### src/rtl/sdp_pkg.sv
package sdp_pkg;
    typedef enum logic [2:0] {
        ST_IDLE,
        ST_K1,
        ST_K2,
        ST_DIS3,
        ST_DIS4,
        ST_DIS5,
        ST_OPEN
    } sdp_state_e;

    typedef enum logic [1:0] {
        M_MISS,
        M_NEXT,
        M_ENABLE,
        M_DISABLE
    } match_e;

    localparam logic [7:0] CODE_LEAD   = 8'hAA;
    localparam logic [7:0] CODE_SECOND = 8'h55;
    localparam logic [7:0] CODE_LOCK   = 8'hA0;
    localparam logic [7:0] CODE_OFFPRE = 8'h80;
    localparam logic [7:0] CODE_OFFEND = 8'h20;
endpackage

### src/rtl/sdp_match.sv
module sdp_match
    import sdp_pkg::*;
#(
    parameter int AW = 15,
    parameter logic [AW-1:0] ADDR_P = 'h5555,
    parameter logic [AW-1:0] ADDR_Q = 'h2AAA
) (
    input  sdp_state_e    st,
    input  logic [AW-1:0] addr,
    input  logic [7:0]    data,
    output match_e        res
);
    logic at_p;
    logic at_q;

    always_comb begin
        at_p = (addr == ADDR_P);
        at_q = (addr == ADDR_Q);
        res  = M_MISS;
        unique case (st)
            ST_IDLE, ST_DIS3: if (at_p && data == CODE_LEAD)   res = M_NEXT;
            ST_K1, ST_DIS4:   if (at_q && data == CODE_SECOND) res = M_NEXT;
            ST_K2: begin
                if (at_p && data == CODE_LOCK)        res = M_ENABLE;
                else if (at_p && data == CODE_OFFPRE) res = M_NEXT;
            end
            ST_DIS5:          if (at_p && data == CODE_OFFEND) res = M_DISABLE;
            default:          res = M_MISS;
        endcase
    end
endmodule

### src/rtl/sdp_gap_timer.sv
module sdp_gap_timer #(
    parameter int TIMEOUT_CYC = 16
) (
    input  logic clk,
    input  logic rst_n,
    input  logic wr,
    output logic expired
);
    localparam int GW = $clog2(TIMEOUT_CYC + 2);
    localparam logic [GW-1:0] SAT = GW'(TIMEOUT_CYC + 1);

    logic [GW-1:0] gap_d, gap_q;

    always_comb begin
        expired = (gap_q == SAT);
        if (wr)           gap_d = '0;
        else if (expired) gap_d = gap_q;
        else              gap_d = gap_q + 1'b1;
    end

    always_ff @(posedge clk or negedge rst_n) begin
        if (!rst_n) gap_q <= SAT;
        else        gap_q <= gap_d;
    end

    // a write always reopens the window for the next cycle
    p_fresh_after_write_r6: assert property (@(posedge clk) disable iff (!rst_n)
        wr |=> !expired);
endmodule

### src/rtl/sdp_nv_flag.sv
module sdp_nv_flag (
    input  logic clk,
    input  logic nv_rst_n,
    input  logic set,
    input  logic clr,
    output logic flag
);
    logic flag_d, flag_q;

    always_comb begin
        flag_d = flag_q;
        if (set)      flag_d = 1'b1;
        else if (clr) flag_d = 1'b0;
    end

    always_ff @(posedge clk or negedge nv_rst_n) begin
        if (!nv_rst_n) flag_q <= 1'b0;
        else           flag_q <= flag_d;
    end

    assign flag = flag_q;

    // the stored flag moves only on a set or clear request
    p_flag_hold_r9: assert property (@(posedge clk) disable iff (!nv_rst_n)
        (!set && !clr) |=> $stable(flag));
    p_no_set_clr_r8: assert property (@(posedge clk) disable iff (!nv_rst_n)
        !(set && clr));
endmodule

### src/rtl/sdp_guard.sv
module sdp_guard
    import sdp_pkg::*;
#(
    parameter int AW = 15,
    parameter int TIMEOUT_CYC = 16,
    parameter logic [AW-1:0] CMD_ADDR_P = 'h5555,
    parameter logic [AW-1:0] CMD_ADDR_Q = 'h2AAA
) (
    input  logic          clk,
    input  logic          rst_n,
    input  logic          nv_rst_n,
    input  logic          wr_valid,
    input  logic [AW-1:0] wr_addr,
    input  logic [7:0]    wr_data,
    output logic          arr_we,
    output logic [AW-1:0] arr_addr,
    output logic [7:0]    arr_data,
    output logic          cmd_eat,
    output logic          rej_start,
    output logic          prot
);
    typedef struct packed {
        sdp_state_e    st;
        logic          arr_we;
        logic          cmd_eat;
        logic          rej_start;
        logic [AW-1:0] addr;
        logic [7:0]    data;
    } regs_t;

    regs_t      r_d, r_q;
    sdp_state_e eff_st;
    match_e     res;
    logic       expired;
    logic       set_req, clr_req;

    function automatic sdp_state_e advance(input sdp_state_e s);
        case (s)
            ST_IDLE: return ST_K1;
            ST_K1:   return ST_K2;
            ST_K2:   return ST_DIS3;
            ST_DIS3: return ST_DIS4;
            ST_DIS4: return ST_DIS5;
            default: return ST_IDLE;
        endcase
    endfunction

    sdp_gap_timer #(.TIMEOUT_CYC(TIMEOUT_CYC)) u_gap (
        .clk(clk), .rst_n(rst_n), .wr(wr_valid), .expired(expired)
    );

    sdp_match #(.AW(AW), .ADDR_P(CMD_ADDR_P), .ADDR_Q(CMD_ADDR_Q)) u_match (
        .st(eff_st), .addr(wr_addr), .data(wr_data), .res(res)
    );

    sdp_nv_flag u_flag (
        .clk(clk), .nv_rst_n(nv_rst_n), .set(set_req), .clr(clr_req), .flag(prot)
    );

    always_comb begin
        eff_st      = expired ? ST_IDLE : r_q.st;
        r_d         = r_q;
        r_d.st      = eff_st;
        r_d.arr_we  = 1'b0;
        r_d.cmd_eat = 1'b0;
        r_d.rej_start = 1'b0;
        set_req     = 1'b0;
        clr_req     = 1'b0;
        if (wr_valid) begin
            if (eff_st == ST_OPEN) begin
                r_d.arr_we = 1'b1;
            end else begin
                unique case (res)
                    M_NEXT: begin
                        r_d.cmd_eat = 1'b1;
                        r_d.st      = advance(eff_st);
                    end
                    M_ENABLE: begin
                        r_d.cmd_eat = 1'b1;
                        r_d.st      = ST_OPEN;
                        set_req     = 1'b1;
                    end
                    M_DISABLE: begin
                        r_d.cmd_eat = 1'b1;
                        r_d.st      = ST_IDLE;
                        clr_req     = 1'b1;
                    end
                    default: begin
                        r_d.st        = ST_IDLE;
                        r_d.rej_start = prot;
                        r_d.arr_we    = !prot;
                    end
                endcase
            end
            if (r_d.arr_we) begin
                r_d.addr = wr_addr;
                r_d.data = wr_data;
            end
        end
    end

    always_ff @(posedge clk or negedge rst_n) begin
        if (!rst_n) begin
            r_q.st        <= ST_IDLE;
            r_q.arr_we    <= 1'b0;
            r_q.cmd_eat   <= 1'b0;
            r_q.rej_start <= 1'b0;
            r_q.addr      <= '0;
            r_q.data      <= '0;
        end else begin
            r_q <= r_d;
        end
    end

    assign arr_we    = r_q.arr_we;
    assign arr_addr  = r_q.addr;
    assign arr_data  = r_q.data;
    assign cmd_eat   = r_q.cmd_eat;
    assign rej_start = r_q.rej_start;

    // one outcome per write, none without a write
    p_one_outcome_r10: assert property (@(posedge clk) disable iff (!rst_n || !nv_rst_n)
        wr_valid |=> ($countones({arr_we, cmd_eat, rej_start}) == 1));
    p_quiet_r10: assert property (@(posedge clk) disable iff (!rst_n || !nv_rst_n)
        !wr_valid |=> !(arr_we || cmd_eat || rej_start));
    // a protected ordinary write outside an open page is refused
    p_guarded_r4: assert property (@(posedge clk) disable iff (!rst_n || !nv_rst_n)
        (wr_valid && prot && eff_st == ST_IDLE && res == M_MISS) |=> (rej_start && !arr_we));
    // protection rises only with an absorbed third unlock byte
    p_enable_r3: assert property (@(posedge clk) disable iff (!rst_n || !nv_rst_n)
        $rose(prot) |-> (cmd_eat && $past(wr_valid && r_q.st == ST_K2)));
    // protection falls only with an absorbed final disable byte
    p_disable_r8: assert property (@(posedge clk) disable iff (!rst_n || !nv_rst_n)
        $fell(prot) |-> (cmd_eat && $past(wr_valid && r_q.st == ST_DIS5)));
endmodule

### config.mk
export PLATFORM = sky130hd
export DESIGN_NAME = sdp_guard
export DESIGN_NICKNAME = d
export VERILOG_FILES = /design/src/rtl/sdp_pkg.sv /design/src/rtl/sdp_match.sv /design/src/rtl/sdp_gap_timer.sv /design/src/rtl/sdp_nv_flag.sv /design/src/rtl/sdp_guard.sv
export SDC_FILE = /design/constraint.sdc
export NUM_CORES = 1
export LEC_CHECK = 0
export BUFFER_PORTS_ARGS = -buffer_cell sky130_fd_sc_hd__buf_2
export CORE_ASPECT_RATIO = 0.6
export CORE_UTILIZATION = 45
export CTS_CLUSTER_SIZE = 30
export DETAILED_ROUTE_END_ITERATION = 7
export GPL_TIMING_DRIVEN = 0
export PLACE_DENSITY = 0.7
export SETUP_SLACK_MARGIN = 0.5
export SYNTH_ARGS = -nofsm -noshare
export SYNTH_HDL_FRONTEND = slang
export SYNTH_SLANG_ARGS = --single-unit
### constraint.sdc
create_clock -name clk -period 7.2 [get_ports clk]
set_input_delay 0.36 -clock clk [delete_from_list [all_inputs] [get_ports clk]]
set_output_delay 0.36 -clock clk [all_outputs]
set_load 0.005 [all_outputs]
==> qor.yml <==
die:
  core_um2: 3870
  die_y_um: 52.5
  start_util: 0.494
  row_count: 17
  io_pins: 54
  dieArea_um2: 4520
  die_w_um: 86.2
clocking:
  cts_max_level: 2
  clockBufferDepth: 2
  cts.root.buffer_cell: "clkbuf_8"
  cts_setup_buffers: 0
  cts_tree: "built"
  clk_pin_slew_worst_paths_ps: 70
  clock_sinks: 35
  cts_buffers: 5
  worstSkewPairLatency_ps: 280
final_layout:
  n_antenna_cell: 0
  final_common_cell: "buf_2"
  nFillCells: 332
  fin_nets: 258
  final_layout_size_suffix_gt1_frac: 0.478
  final_cell_mix: "53 x buf_2, 33 x dfrtp_1, 24 x mux2_2"
  area_growth_pct: 22.1
place:
  post-place-ws_ps: 3530
  port_buffers: 52
  gp_congestion: 0.806
  dp_hpwl_um: 3380
timing:
  rsz0062_at_grt: "no"
  fin_setup_tns_ps: 0
  finalWorstSetupSlack_ps: 3480
  slew_violations: 0
  max_clock_freq_ghz: 0.269
  worst_clock_skew_ps: 5.14
  worstMarginPinSlew_ps: 757
  fin_crit_sh: 0.517
  min_period_ps: 3720
  hold_viol_final: 0
  slew_headroom: 0.495
  setup_violations: 0
worst_setup_path:
  critPathRequiredTime_ps: 7370
  r2r_slack_ps: 3480
  max_stage_delay_ps: 580
  crit_top_cell: "ha_1"
  crit_end: "arr_addr[1]"
  critical_path_class: "reg -> reg"
  crit_fanout: 10
  path_cells: "ha_1 -> nor4bb_1 -> nor3_1 -> a32oi_1 -> o21a_1 -> ha_1 -> nand2b_1 -> a21oi_1 -> clkbuf_1 -> mux2_2"
  ff2ff_path_depth: 10
  worstSetupEndpointType: "flip-flop"
  r2r_start: "u_gap.gap_q[0]"
  timing.rr.end: "arr_addr[1]"
  startpoint_type: "flip-flop"
  crit_arrival_ps: 3890
  startpoint: "u_gap.gap_q[0]"
  slowest_stage: "dfstp_2"
pwr:
  leakagePower_uw: 0.00113
  power_uw: 441
  ir_drop_uv: 89.6
  pwr_density_cell_nw_per_um2: 189
synth:
  synth_area_um2: 1910
  avgSynthCellArea_um2: 11.6
  synth-xor-area-share: 0.0275
  synth_cells: 165
  synthDistinctLibCells: 43
  yosysWarnings: 0
  yosys-mux-area-fraction: 0.141
  synthAdderAreaFrac: 0.0392
  synth-edff-count: 0
  synth_compound_area_frac: 0.0693
  async_flop_share: 1.00
  ys_ff_latch: 35
  synth_nets: 198
  ys.flop_type: "dfrtp_1"
  synth-simple-area-share: 0.155
  yosysSeqAreaShare: 0.459
  synth_top_family_by_area: "simple AND/OR/NAND/NOR gates"
global_routing:
  grt-ovfl-total: 0
  grt_max_degree: 35
  antenna_found_initial: 0
  grt_pass1_vias: 1399
  grt_pass1_wl_um: 6890
  gr-usage-all-layers: 0.208
routing:
  routed_wl_um: 4320
  vias: 1430
  ant_nets: 0
  detail_route.vias_per_cell: 5.05
  remaining_drc_errors: 0
  wire_per_inst_um: 15.3
  first_pass_iters: 4
  first_iter_violations: 30
run:
  cap_violations: 0
outcome:
  status: "finished, final reports clean"
worst_hold_path:
  hp-class: "in -> async"
cells in the mapped netlist (2+ instances only):
master	number	area, um^2
a21oi_1	6	30.0
buf_4	23	173
clkbuf_1	6	22.5
dfrtp_1	33	826
dfstp_2	2	52.6
ha_1	6	75.1
inv_1	2	7.51
mux2_2	24	270
nand2_1	4	15.0
nand2b_1	2	12.5
nand3_1	3	15.0
nand4b_1	3	26.3
nor2_1	7	26.3
nor2b_1	2	12.5
nor3_1	2	10.0
nor3b_1	2	15.0
nor4bb_1	3	30.0
o21bai_1	2	15.0
or4_1	2	15.0
or4b_1	3	30.0
or4bb_1	2	22.5
xnor2_1	2	17.5
xor2_1	4	35.0
critical path: cells and delay by family (launching register included):
| family | cells | cell delay, ps |
|---|---|---|
| flops | 1 | 580 |
| compound gates | 3 | 1010 |
| mux | 1 | 410 |
| fa+ha+maj | 2 | 370 |
| simple gates | 3 | 720 |
| buf+inv | 1 | 520 |
per-stage QoR:
step | instances | util | hold WS (ps) | instance area [um^2]
after floorplan | 165 | - | 64.4 | 1910
after global placement | 274 | 0.580 | 137 | 2240
after detailed placement | 274 | 0.580 | 136 | 2240
after CTS | 283 | 0.603 | 170 | 2340
after global routing | 283 | 0.603 | 188 | 2340
final | 283 | 0.603 | 140 | 2340
registers in the layout (all words and copies together), names as in the netlist:
register	count
u_flag.flag	1
arr_addr	15
cmd_eat	1
arr_we	1
r_q	3
u_gap.gap_q	5
arr_data	8
rej_start	1
kinds of logic after synthesis:
logic type / after synthesis
xor+xnor: 6
mux: 24
buf+inv: 32
fa+ha+maj: 6
flops: 35
simple gates: 43
compound gates: 19
power breakdown:
group          leakage (uW)  internal [uW]  switching (uW)
registers          0.000422            213            9.08
clock network     0.0000422           67.8            67.0
logic              0.000661           48.8            35.6
area by class of cell:
cell class              instances  area [um^2]  area share
plain buffers                  30          200      0.0857
clock buffers                   7         76.3      0.0327
clock inverters                 1         5.00     0.00214
inverters                       2         7.51     0.00321
multi-input cells              98          827       0.354
flip-flops and latches         35          878       0.376
well taps                      57         71.3      0.0305
repair buffers                 53          270       0.116
worst min path at each step:
stage / startpoint / to / cells past startpoint
final: rst_n / u_gap.gap_q[1] / 1
after detailed placement: nv_rst_n / u_flag.flag / 1
after global placement: nv_rst_n / u_flag.flag / 1
after global routing: rst_n / u_gap.gap_q[1] / 1
after floorplan: rst_n / arr_addr[0] / 0
after CTS: rst_n / arr_data[1] / 1
per-layer routing:
metal  share of wire  wire length (um)  track usage
met1            0.51              2190        0.298
met2            0.44              1880        0.312
met3           0.046               198       0.0457
met4           0.011                48       0.0694
met5               0                 0            0
timing repair:
action,CTS,global route
gates resized for setup,0,0
hold buffers,1,0
endpoints found under the hold margin,1,0
(Power assumes the default switching activity.)
